[src/rtl/tts_pkg.sv]
`timescale 1ns/1ps
package tts_pkg;
  typedef struct packed {
    logic [7:0] sec;
    logic [7:0] min;
    logic [7:0] hour;
    logic [7:0] day;
    logic [7:0] mon;
    logic [7:0] year;
  } stamp_t;

  localparam int        OFF_BIT    = 6;
  localparam int        HOLD_BIT   = 7;
  localparam logic [7:0] CTRL_INIT = 8'h40;
  localparam int        SLOT_BYTES = 8;

  function automatic stamp_t mask_stamp(input stamp_t s);
    stamp_t m;
    m.sec  = s.sec  & 8'h7F;
    m.min  = s.min  & 8'h7F;
    m.hour = s.hour & 8'h3F;
    m.day  = s.day  & 8'h3F;
    m.mon  = s.mon  & 8'h1F;
    m.year = s.year;
    return m;
  endfunction
endpackage

[src/rtl/tts_channel.sv]
`timescale 1ns/1ps
module tts_channel
  import tts_pkg::*;
(
  input  logic       clk,
  input  logic       rst_n,
  input  stamp_t     now,
  input  logic       evt_low,
  input  logic       evt_mid,
  input  logic       ctrl_we,
  input  logic [7:0] ctrl_wdata,
  input  logic       clr_low,
  input  logic       clr_mid,
  output logic [7:0] ctrl,
  output stamp_t     rec,
  output logic       flag_low,
  output logic       flag_mid
);
  logic armed, holding, take;

  assign armed   = !ctrl[OFF_BIT];
  assign holding = ctrl[HOLD_BIT] && (flag_low || flag_mid);
  assign take    = armed && (evt_low || evt_mid) && !holding;

  always_ff @(posedge clk) begin
    if (!rst_n) begin
      ctrl     <= CTRL_INIT;
      rec      <= '0;
      flag_low <= 1'b0;
      flag_mid <= 1'b0;
    end else begin
      if (ctrl_we) ctrl <= ctrl_wdata;
      if (take) rec <= mask_stamp(now);
      flag_low <= (flag_low && !clr_low) || (armed && evt_low);
      flag_mid <= (flag_mid && !clr_mid) || (armed && evt_mid);
    end
  end

  assert_off_no_flag_R3: assert property (@(posedge clk) disable iff (!rst_n)
    (ctrl[OFF_BIT] && !flag_low && !flag_mid) |=> (!flag_low && !flag_mid));

  assert_low_sets_flag_R4: assert property (@(posedge clk) disable iff (!rst_n)
    (evt_low && armed) |=> flag_low);

  assert_mid_sets_flag_R5: assert property (@(posedge clk) disable iff (!rst_n)
    (evt_mid && armed) |=> flag_mid);

  assert_hold_keeps_record_R6: assert property (@(posedge clk) disable iff (!rst_n)
    holding |=> $stable(rec));

  assert_clear_without_event_R8: assert property (@(posedge clk) disable iff (!rst_n)
    (clr_low && !evt_low) |=> !flag_low);
endmodule

[src/rtl/tts_irq.sv]
`timescale 1ns/1ps
module tts_irq #(
  parameter int NCH = 4
) (
  input  logic [NCH-1:0] flag_low,
  input  logic [NCH-1:0] flag_mid,
  input  logic [NCH-1:0] ie,
  output logic           irq_n
);
  logic [NCH-1:0] pending;

  always_comb begin
    for (int i = 0; i < NCH; i++) pending[i] = (flag_low[i] | flag_mid[i]) & ie[i];
  end

  assign irq_n = !(|pending);
endmodule

[src/rtl/tamper_stamp.sv]
`timescale 1ns/1ps
module tamper_stamp
  import tts_pkg::*;
#(
  parameter int NCH    = 4,
  parameter int ADDR_W = 6,
  parameter logic [ADDR_W-1:0] STAT_ADDR = 'h20,
  parameter logic [ADDR_W-1:0] IE_ADDR   = 'h21,
  parameter logic [ADDR_W-1:0] MID_ADDR  = 'h22
) (
  input  logic              clk,
  input  logic              rst_n,
  input  logic [7:0]        now_sec,
  input  logic [7:0]        now_min,
  input  logic [7:0]        now_hour,
  input  logic [7:0]        now_day,
  input  logic [7:0]        now_mon,
  input  logic [7:0]        now_year,
  input  logic [NCH-1:0]    evt_low,
  input  logic [NCH-1:0]    evt_mid,
  input  logic              wr_en,
  input  logic [ADDR_W-1:0] addr,
  input  logic [7:0]        wdata,
  output logic [7:0]        rdata,
  output logic [NCH-1:0]    flag_low,
  output logic [NCH-1:0]    flag_mid,
  output logic              irq_n
);
  localparam int SLOT_W = $clog2(SLOT_BYTES);
  localparam int CH_W   = ADDR_W - SLOT_W;
  localparam int RECORD_END = NCH * SLOT_BYTES;

  stamp_t         now;
  logic [7:0]     ctrl_q [NCH];
  stamp_t         rec_q  [NCH];
  logic [NCH-1:0] ie_q;
  logic [CH_W-1:0]   sel_ch;
  logic [SLOT_W-1:0] sel_off;

  assign now     = '{sec: now_sec, min: now_min, hour: now_hour,
                     day: now_day, mon: now_mon, year: now_year};
  assign sel_ch  = addr[ADDR_W-1:SLOT_W];
  assign sel_off = addr[SLOT_W-1:0];

  for (genvar i = 0; i < NCH; i++) begin : g_ch
    logic ctrl_hit, clr_l, clr_m;
    assign ctrl_hit = wr_en && (addr == ADDR_W'(i * SLOT_BYTES));
    assign clr_l    = wr_en && (addr == STAT_ADDR) && !wdata[7-i];
    assign clr_m    = wr_en && (addr == MID_ADDR)  && !wdata[7-i];

    tts_channel u_ch (
      .clk        (clk),
      .rst_n      (rst_n),
      .now        (now),
      .evt_low    (evt_low[i]),
      .evt_mid    (evt_mid[i]),
      .ctrl_we    (ctrl_hit),
      .ctrl_wdata (wdata),
      .clr_low    (clr_l),
      .clr_mid    (clr_m),
      .ctrl       (ctrl_q[i]),
      .rec        (rec_q[i]),
      .flag_low   (flag_low[i]),
      .flag_mid   (flag_mid[i])
    );

    always_ff @(posedge clk) begin
      if (!rst_n) ie_q[i] <= 1'b0;
      else if (wr_en && addr == IE_ADDR) ie_q[i] <= wdata[7-i];
    end
  end

  always_comb begin
    rdata = 8'h00;
    if (addr == STAT_ADDR) begin
      for (int i = 0; i < NCH; i++) rdata[7-i] = flag_low[i];
    end else if (addr == MID_ADDR) begin
      for (int i = 0; i < NCH; i++) rdata[7-i] = flag_mid[i];
    end else if (addr == IE_ADDR) begin
      for (int i = 0; i < NCH; i++) rdata[7-i] = ie_q[i];
    end else if (int'(addr) < RECORD_END) begin
      for (int i = 0; i < NCH; i++) begin
        if (sel_ch == CH_W'(i)) begin
          case (sel_off)
            SLOT_W'(0): rdata = ctrl_q[i];
            SLOT_W'(1): rdata = rec_q[i].sec;
            SLOT_W'(2): rdata = rec_q[i].min;
            SLOT_W'(3): rdata = rec_q[i].hour;
            SLOT_W'(4): rdata = rec_q[i].day;
            SLOT_W'(5): rdata = rec_q[i].mon;
            SLOT_W'(6): rdata = rec_q[i].year;
            default:    rdata = 8'h00;
          endcase
        end
      end
    end
  end

  tts_irq #(.NCH(NCH)) u_irq (
    .flag_low (flag_low),
    .flag_mid (flag_mid),
    .ie       (ie_q),
    .irq_n    (irq_n)
  );

  assert_irq_needs_flag_R9: assert property (@(posedge clk) disable iff (!rst_n)
    !irq_n |-> (|(flag_low | flag_mid)));

  assert_irq_masked_R9: assert property (@(posedge clk) disable iff (!rst_n)
    (ie_q == '0) |-> irq_n);

  assert_reset_quiet_R1: assert property (@(posedge clk)
    $rose(rst_n) |-> (flag_low == '0 && flag_mid == '0 && irq_n));
endmodule

[config.mk]
export PLATFORM = sky130hd
export DESIGN_NAME = tamper_stamp
export DESIGN_NICKNAME = d
export VERILOG_FILES = /design/src/rtl/tts_pkg.sv /design/src/rtl/tts_channel.sv /design/src/rtl/tts_irq.sv /design/src/rtl/tamper_stamp.sv
export SDC_FILE = /design/constraint.sdc
export NUM_CORES = 1
export LEC_CHECK = 0
export BUFFER_PORTS_ARGS = -buffer_cell sky130_fd_sc_hd__buf_4
export CAP_MARGIN = 20
export CELL_PAD_IN_SITES_DETAIL_PLACEMENT = 2
export CELL_PAD_IN_SITES_GLOBAL_PLACEMENT = 2
export CORE_MARGIN = 1
export CORE_UTILIZATION = 30
export DETAILED_ROUTE_END_ITERATION = 8
export PLACE_DENSITY_LB_ADDON = 0.1
export SKIP_CTS_REPAIR_TIMING = 1
export SLEW_MARGIN = 20
export SYNTH_ARGS = -nofsm -noshare
export SYNTH_HDL_FRONTEND = slang
export SYNTH_SLANG_ARGS = --single-unit
[constraint.sdc]
create_clock -name clk -period 1.6 [get_ports clk]
set_clock_uncertainty 0.1 [all_clocks]
set_input_delay 0.08 -clock clk [delete_from_list [all_inputs] [get_ports clk]]
set_output_delay 0.08 -clock clk [all_outputs]
set_load 0.02 [all_outputs]
==> results of run 1 <==
[registers in the layout (all words and copies together) (netlist names)]
register            count
g_ch.u_ch.rec         156
g_ch.u_ch.ctrl         32
g_ch.u_ch.flag_low      4
g_ch.u_ch.flag_mid      4
ie_q                    4
[path summary, 6_finish.rpt]
| check | start | end | slack, ns | cells after the start |
|---|---|---|---|---|
| setup / recovery | g_ch[0].u_ch.rec[17]$_SDFFE_PN0P_ | rdata[1] | -0.67 | 6 |
| hold / removal | wr_en | g_ch[2].u_ch.ctrl[3]$_SDFFE_PN0P_ | 0.18 | 5 |
| setup reg to reg | g_ch[3].u_ch.flag_mid$_SDFF_PN0_ | g_ch[3].u_ch.rec[8]$_SDFFE_PN0P_ | -0.17 | 6 |
| hold reg to reg | g_ch[1].u_ch.rec[5]$_SDFFE_PN0P_ | g_ch[1].u_ch.rec[5]$_SDFFE_PN0P_ | 0.36 | 2 |
[per-layer routing]
| metal | vias up | GRT usage | share of wire |
|---|---|---|---|
| met1 | 4918 | 0.324 | 0.45 |
| li1 | 4339 | - | - |
| met3 | 63 | 0.0274 | 0.028 |
| met4 | 0 | 0.0868 | 0.026 |
| met5 | - | 0 | 0 |
| met2 | 220 | 0.448 | 0.50 |
[placed cells by master (no fill, tap or decap), types with 4 or more instances in the layout]
| cell type | Yosys | final |
|---|---|---|
| nand2b_1 | 9 | 9 |
| buf_4 | 18 | 194 |
| a21boi_0 | 141 | 57 |
| mux4_2 | 7 | 7 |
| nand2_2 | 3 | 32 |
| mux2_4 | 1 | 4 |
| clkinv_8 | 0 | 4 |
| mux2i_1 | 34 | 32 |
| buf_6 | 9 | 9 |
| nand2_1 | 351 | 269 |
| a21boi_2 | 0 | 41 |
| and2_1 | 6 | 4 |
| o21ai_0 | 21 | 16 |
| o21ai_1 | 5 | 7 |
| o211ai_1 | 5 | 5 |
| dlygate4sd3_1 | 0 | 56 |
| nor2b_1 | 24 | 23 |
| mux2_1 | 5 | 4 |
| a221oi_2 | 1 | 13 |
| a221oi_1 | 17 | 5 |
| a21boi_1 | 34 | 77 |
| buf_12 | 0 | 29 |
| nand3_1 | 29 | 27 |
| mux2_2 | 28 | 26 |
| a21oi_1 | 12 | 8 |
| inv_6 | 0 | 8 |
| a22oi_1 | 19 | 14 |
| nand2_4 | 0 | 53 |
| a22oi_2 | 0 | 5 |
| dfxtp_2 | 0 | 30 |
| clkbuf_16 | 0 | 31 |
| nor2_1 | 23 | 20 |
| a21oi_2 | 0 | 4 |
| dfxtp_1 | 200 | 168 |
[worst register-to-register path, delay by kind of cell, from the launching register on]
kind / cells / cell delay [ns]
AOI/OAI and AO/OA: 2 / 0.50
and+or+nand+nor: 2 / 0.30
DFF: 1 / 0.38
buffers and inverters: 2 / 0.38
[area by class of cell]
type | count | area share
Multi-Input combinational cell | 831 | 0.422
Sequential cell | 200 | 0.285
Timing Repair Buffer | 303 | 0.216
Tap cell | 402 | 0.0354
Clock buffer | 20 | 0.0315
Clock inverter | 12 | 0.00952
Inverter | 4 | 0.00106
[power by group]
group          internal, uW  leakage [uW]  total [uW]  switching (uW)
clock network          2140      0.000283        4490            2360
logic                   590       0.00346        1260             669
registers              4980       0.00163        5000            13.5
total                  7710       0.00537       10700            3040
[Yosys cell counts, types with 2 or more instances]
| cell type | instances | area share |
|---|---|---|
| nand2_1 | 351 | 0.14 |
| dfxtp_1 | 200 | 0.42 |
| a21boi_0 | 141 | 0.11 |
| clkbuf_1 | 42 | 0.016 |
| a21boi_1 | 34 | 0.027 |
| mux2i_1 | 34 | 0.035 |
| nand3_1 | 29 | 0.015 |
| mux2_2 | 28 | 0.033 |
| nor2b_1 | 24 | 0.016 |
| buf_2 | 23 | 0.012 |
| nor2_1 | 23 | 0.0090 |
| o21ai_0 | 21 | 0.011 |
| a22oi_1 | 19 | 0.015 |
| buf_4 | 18 | 0.014 |
| a221oi_1 | 17 | 0.016 |
| a21oi_1 | 12 | 0.0063 |
| buf_6 | 9 | 0.011 |
| nand2b_1 | 9 | 0.0059 |
| mux4_2 | 7 | 0.016 |
| and2_1 | 6 | 0.0039 |
| mux2_1 | 5 | 0.0059 |
| o211ai_1 | 5 | 0.0039 |
| o21ai_1 | 5 | 0.0026 |
| a32oi_1 | 4 | 0.0037 |
| and3_1 | 4 | 0.0026 |
| a211o_1 | 3 | 0.0027 |
| a211oi_2 | 3 | 0.0039 |
| a222oi_1 | 3 | 0.0031 |
| a22o_1 | 3 | 0.0027 |
| a31oi_1 | 3 | 0.0020 |
| nand2_2 | 3 | 0.0020 |
| o2111ai_1 | 3 | 0.0027 |
| o22ai_1 | 3 | 0.0020 |
| or2_1 | 3 | 0.0020 |
| inv_1 | 2 | 0.00078 |
| nor2b_4 | 2 | 0.0029 |
| o221ai_1 | 2 | 0.0018 |
[cell families after synthesis]
group | share of synthesized area
AOI/OAI and AO/OA | 0.226
muxes | 0.0922
and+or+nand+nor | 0.207
DFF | 0.417
buffers and inverters | 0.0571
[stage by stage]
step           cells  TNS (ns)  hold WS (ns)
2_1_floorplan   1130         0         0.105
3_3_place_gp    1662     -9.20         0.261
3_5_place_dp    1662    -12.82         0.269
4_1_cts         1694    -11.44        -0.218
5_1_grt         1772    -13.23         0.194
6_report        1772    -10.05         0.183
==> reports/qor.csv, run 1 <==
stage,metric,value,unit
clock_tree,clock_latency,0.46,ns
pwr,powerDensity,757,nW/um2
synth,synth_flop_cell,dfxtp_1,
synth,yosysWarnings,0,
run_status,violations,setup timing,
sta,slew_headroom,0.684,
sta,grt_setup_unrepaired,yes,
route,dr.pass1.iters,7,
layout,antenna_cells,0,
run_status,outcome,"complete, but fails checks",
layout,multi_input_area,5990,um2
place,placed_area,11600,um2
sta,max_freq,0.441,GHz
grt,track_usage,0.255,
floorplanning,placement_rows,65,
critical_path,crit_required,1.42,ns
layout,postLayoutCoreUtil,0.451,
critical_path,path_class,flop to output pin,
route,drcViolationCount,0,
floorplanning,num_io_pins,90,
floorplanning,dieArea,32700,um2
synth,syn_inst,1130,
floorplanning,die_h,181,um
place,io_buffers,80,
place,dp_hpwl,29.9,mm
clock_tree,cts_buffers,17,
pwr,ir_drop,0.720,mV
grt,grt_antenna_before_repair,0,
sta,maxSlewViolCount,0,
floorplanning,die_width,181,um
place,post-place-ws,-0.535,ns
layout,fin_nets,1430,
synth,syn_area,9590,um2
critical_path,path_cells,mux4_2 -> nor2_2 -> nor2_1 -> a221oi_2 -> nor4_2 -> buf_4,
layout,final_area,14200,um2
grt,grt_pass1_wl,61.9,mm
route,drtIter0Drc,566,
critical_path,crit_path_top_delay_cell,mux4_2,
clock_tree,clockBufferDepth,2,
layout,drive_gt1_frac,0.393,
layout,synthToLayoutAreaGrowth,48.0,%
grt,grt_max_degree,79,
clock_tree,cts-root-buf,clkbuf_16,
critical_path,end_kind,output pin,
route,routed_wirelength,46.8,mm
critical_path,cp_top_family,multiplexers,
sta,min_period_over_period,1.42,
sta,hold_viol,0,
critical_path,cpPeakStageDelay,0.49,ns
floorplanning,initial_utilization,0.305,
grt,overflow,0,
layout,regArea,4050,um2
synth,ys_seq_elements,200,
sta,setup_ws,-0.670,ns
run,maxCapViolCount,0,
worst_hold_path,hold_path_class,input port to flop,
critical_path,crit_arrival,2.09,ns
route,vias,9540,
synth,synth_edf_count,0,
clock_tree,clock_sinks,200,
floorplanning,core_area,31500,um2
sta,setup_viol,64,
synth,seq_area_frac_synth,0.417,
critical_path,worst-path-buf-inv,1,
synth,avgSynthCellArea,8.49,um2
route,wl_per_cell,26.4,um
pwr,p_leak,0.00537,uW
pwr,total_power,10800,uW
sta,finalCriticalPeriod,2.27,ns
route,ant_nets,0,
synth,syn_nets,1203,
sta,worst_slew_pin_slew,0.473,ns
synth,ys_async_sr_fraction,0,
clock_tree,cts_tree,built,
grt,first_global_vias,9681,
critical_path,cp-start-kind,flop,
clock_tree,clk_pin_slew,0.09,ns
clock_tree,cts_max_level,4,
critical_path,cp_max_fo,2,
route,routed_via_density,5.38,
place,gp_congestion,0.848,
layout,n_fill_cell,3351,
synth,synth_cell_type_count,64,
(Power assumes the default switching activity.)
==> run 2, diff against run 1 <==
ABC_AREA = 1   (was not set)
clock period = 2.3 ns   (was 1.6 ns; I/O delays follow)
==> reports/qor.csv, run 2 <==
stage,metric,value,unit,change
place,post-place-ws,0.174,ns,+0.709 ns
layout,fin_nets,1477,,+3.3%
synth,yosysMostFrequentCell,nor2_1,,
critical_path,cp_max_fo,4,,+2
clock_tree,clk_pin_slew,0.08,ns,about the same
route,drtIter0Drc,323,,-43%
sta,grt_setup_unrepaired,no,,
pwr,ir_drop,0.518,mV,-28%
sta,finalCriticalPeriod,2.18,ns,
layout,n_fill_cell,3437,,+2.6%
clock_tree,cts_buffers,17,,unchanged
grt,overflow,0,,unchanged
pwr,powerDensity,663,nW/um2,-12%
grt,grt_use_met2,0.446,,-0.00179
synth,synth_cell_type_count,31,,-52%
critical_path,path_class,input port to output pin,,
synth,synth_top_cell_by_area,dfxtp_1,,
layout,mostFrequentLayoutCell,nor2_1,,
sta,setup_viol,0,,-100%
floorplanning,placement_rows,62,,-4.6%
route,ant_nets,0,,unchanged
pwr,p_leak,0.00433,uW,-19%
layout,antenna_cells,0,,unchanged
grt,grt_max_degree,60,,-24%
synth,avgSynthCellArea,6.89,um2,-19%
sta,setup_ws,0.117,ns,+0.787 ns
sta,maxSlewViolCount,0,,unchanged
synth,syn_inst,1268,,+12%
place,dp_hpwl,25.5,mm,-15%
critical_path,end_kind,output pin,,
synth,syn_area,8740,um2,-8.8%
sta,min_period_over_period,0.949,,
synth,synth_edf_count,0,,unchanged
clock_tree,cts_tree,built,,
clock_tree,clockBufferDepth,2,,unchanged
grt,first_global_vias,9673,,-0.083%
synth,synth_flop_cell,dfxtp_1,,
synth,ys_seq_elements,200,,unchanged
synth,seq_area_frac_synth,0.458,,+0.0405
synth,yosysWarnings,0,,unchanged
route,wl_per_cell,20.7,um,-22%
layout,regArea,4000,um2,-1.1%
grt,use_met1,0.311,,-0.0132
clock_tree,cts-root-buf,clkbuf_16,,
floorplanning,die_width,173,um,-4.5%
route,drcViolationCount,0,,unchanged
synth,yosys.area.top_type_share,0.458,,+0.0405
floorplanning,die_h,173,um,-4.5%
floorplanning,initial_utilization,0.305,,about the same
layout,synthToLayoutAreaGrowth,26.7,%,
floorplanning,dieArea,29800,um2,-8.7%
sta,hold_viol,0,,unchanged
floorplanning,num_io_pins,90,,unchanged
place,gp_congestion,0.772,,-8.9%
route,dr.pass1.iters,4,,-3
layout,regMostFlops,g_ch.u_ch.rec,,
sta,max_freq,0.458,GHz,
critical_path,crit_required,2.09,ns,+0.67 ns
grt,grt_busiest_layer,met2,,
synth,yosys-top-cells-count,"nor2_1, o21ai_0, nand2_1",,
run,maxCapViolCount,0,,unchanged
layout,largest_reg_flops,156,,unchanged
floorplanning,core_area,28700,um2,-8.8%
run_status,outcome,"finished, final reports clean",,
grt,grt_antenna_before_repair,0,,unchanged
route,routed_wirelength,37.2,mm,-20%
clock_tree,cts_max_level,4,,unchanged
sta,tns,0,ns,+10.05 ns
route,vias,9096,,-4.7%
sta,worst_slew_pin_slew,0.586,ns,+0.113 ns
layout,layout_common_cells,"nor2_1, o21ai_0, nand2_1, dfxtp_1, buf_4",,
clock_tree,clock_sinks,200,,unchanged
place,io_buffers,80,,unchanged
synth,ys_async_sr_fraction,0,,unchanged
grt,use_met3,0.0334,,+0.00601
layout,top_regs,"g_ch.u_ch.rec: 156 flops, g_ch.u_ch.ctrl: 32 flops",,
synth,synthTopCellsByArea,"dfxtp_1, nor2_1, o21ai_0",,
layout,drive_gt1_frac,0.136,,-0.258
grt,grt_pass1_wl,56.9,mm,-8.2%
layout,multi_input_area,4140,um2,-31%
sta,slew_headroom,0.605,,-0.0785
worst_hold_path,hold_path_class,input port to flop,,
route,routed_via_density,5.05,,-6.1%
critical_path,crit_arrival,1.97,ns,-0.12 ns
synth,syn_nets,1341,,+11%
critical_path,cp-start-kind,input port,,
grt,track_usage,0.250,,-0.00537
clock_tree,clock_latency,0.45,ns,about the same
==> run 2: changes by cell type in the layout (fill, tap and decap cells not counted), sizes merged, moves of 46 or more <==
cell	previous run	this run
a21boi	175	1
inv	11	57
o21ai	26	221
buf	233	135
nand2	354	218
nor2	24	375
==> run 2: cells by family after synthesis <==
| family | synth area share |
|---|---|
| compound gates | 0.174 |
| simple gates | 0.300 |
| buf+inv | 0.0680 |
| flops | 0.458 |
==> run 2: worst max-delay path: stages <==
cell and delay [ns]:
buf_4 0.13, inv_1 0.12, nand2_1 0.15, nor2_1 0.38, buf_4 0.23, o2111ai_1 0.13
o21ai_0 0.25, a21oi_1 0.08, nand2_1 0.15, inv_1 0.07, buf_4 0.15
==> run 2: cell type report <==
type                    instances  share of cell area
clock buffers                  17              0.0384
clock inverters                14              0.0143
inverters                      53              0.0182
multi-input cells             937               0.374
flip-flops and latches        200               0.361
well taps                     384              0.0434
repair buffers                195               0.150
==> run 2: power by group <==
| group | total, uW | leakage, uW | switching [uW] | internal, uW |
|---|---|---|---|---|
| Sequential | 3510 | 0.00161 | 17.5 | 3490 |
| Clock | 3130 | 0.000281 | 1580 | 1550 |
| Combinational | 701 | 0.00243 | 419 | 283 |
==> run 2: layer usage <==
layer | vias up | part of all wire
li1 | 4383 | -
met2 | 136 | 0.50
met1 | 4536 | 0.45
met3 | 41 | 0.026
met4 | 0 | 0.020
met5 | - | 0
==> run 2: path summary, 6_finish.rpt <==
| check | slack [ns] | cells after the start | from | endpoint |
|---|---|---|---|---|
| max | 0.12 | 11 | addr[5] | rdata[2] |
| min | 0.02 | 4 | wr_en | ie_q[1]$_SDFFE_PN0P_ |
| max reg2reg | 0.26 | 6 | g_ch[0].u_ch.flag_low$_SDFF_PN0_ | g_ch[0].u_ch.rec[25]$_SDFFE_PN0P_ |
| min reg2reg | 0.35 | 2 | g_ch[2].u_ch.ctrl[0]$_SDFFE_PN0P_ | g_ch[2].u_ch.ctrl[0]$_SDFFE_PN0P_ |
==> run 2: stage by stage <==
step	utilization	hold slack [ns]	total power [uW]	cells	area (um2)
floorplan	-	0.141	3880	1268	8740
global placement	0.345	0.297	4200	1709	9890
detailed placement	0.345	0.302	4210	1709	9890
CTS	0.365	-0.177	7340	1740	10500
global route	0.386	0.0449	7600	1800	11100
finish	0.386	0.0247	7340	1800	11100
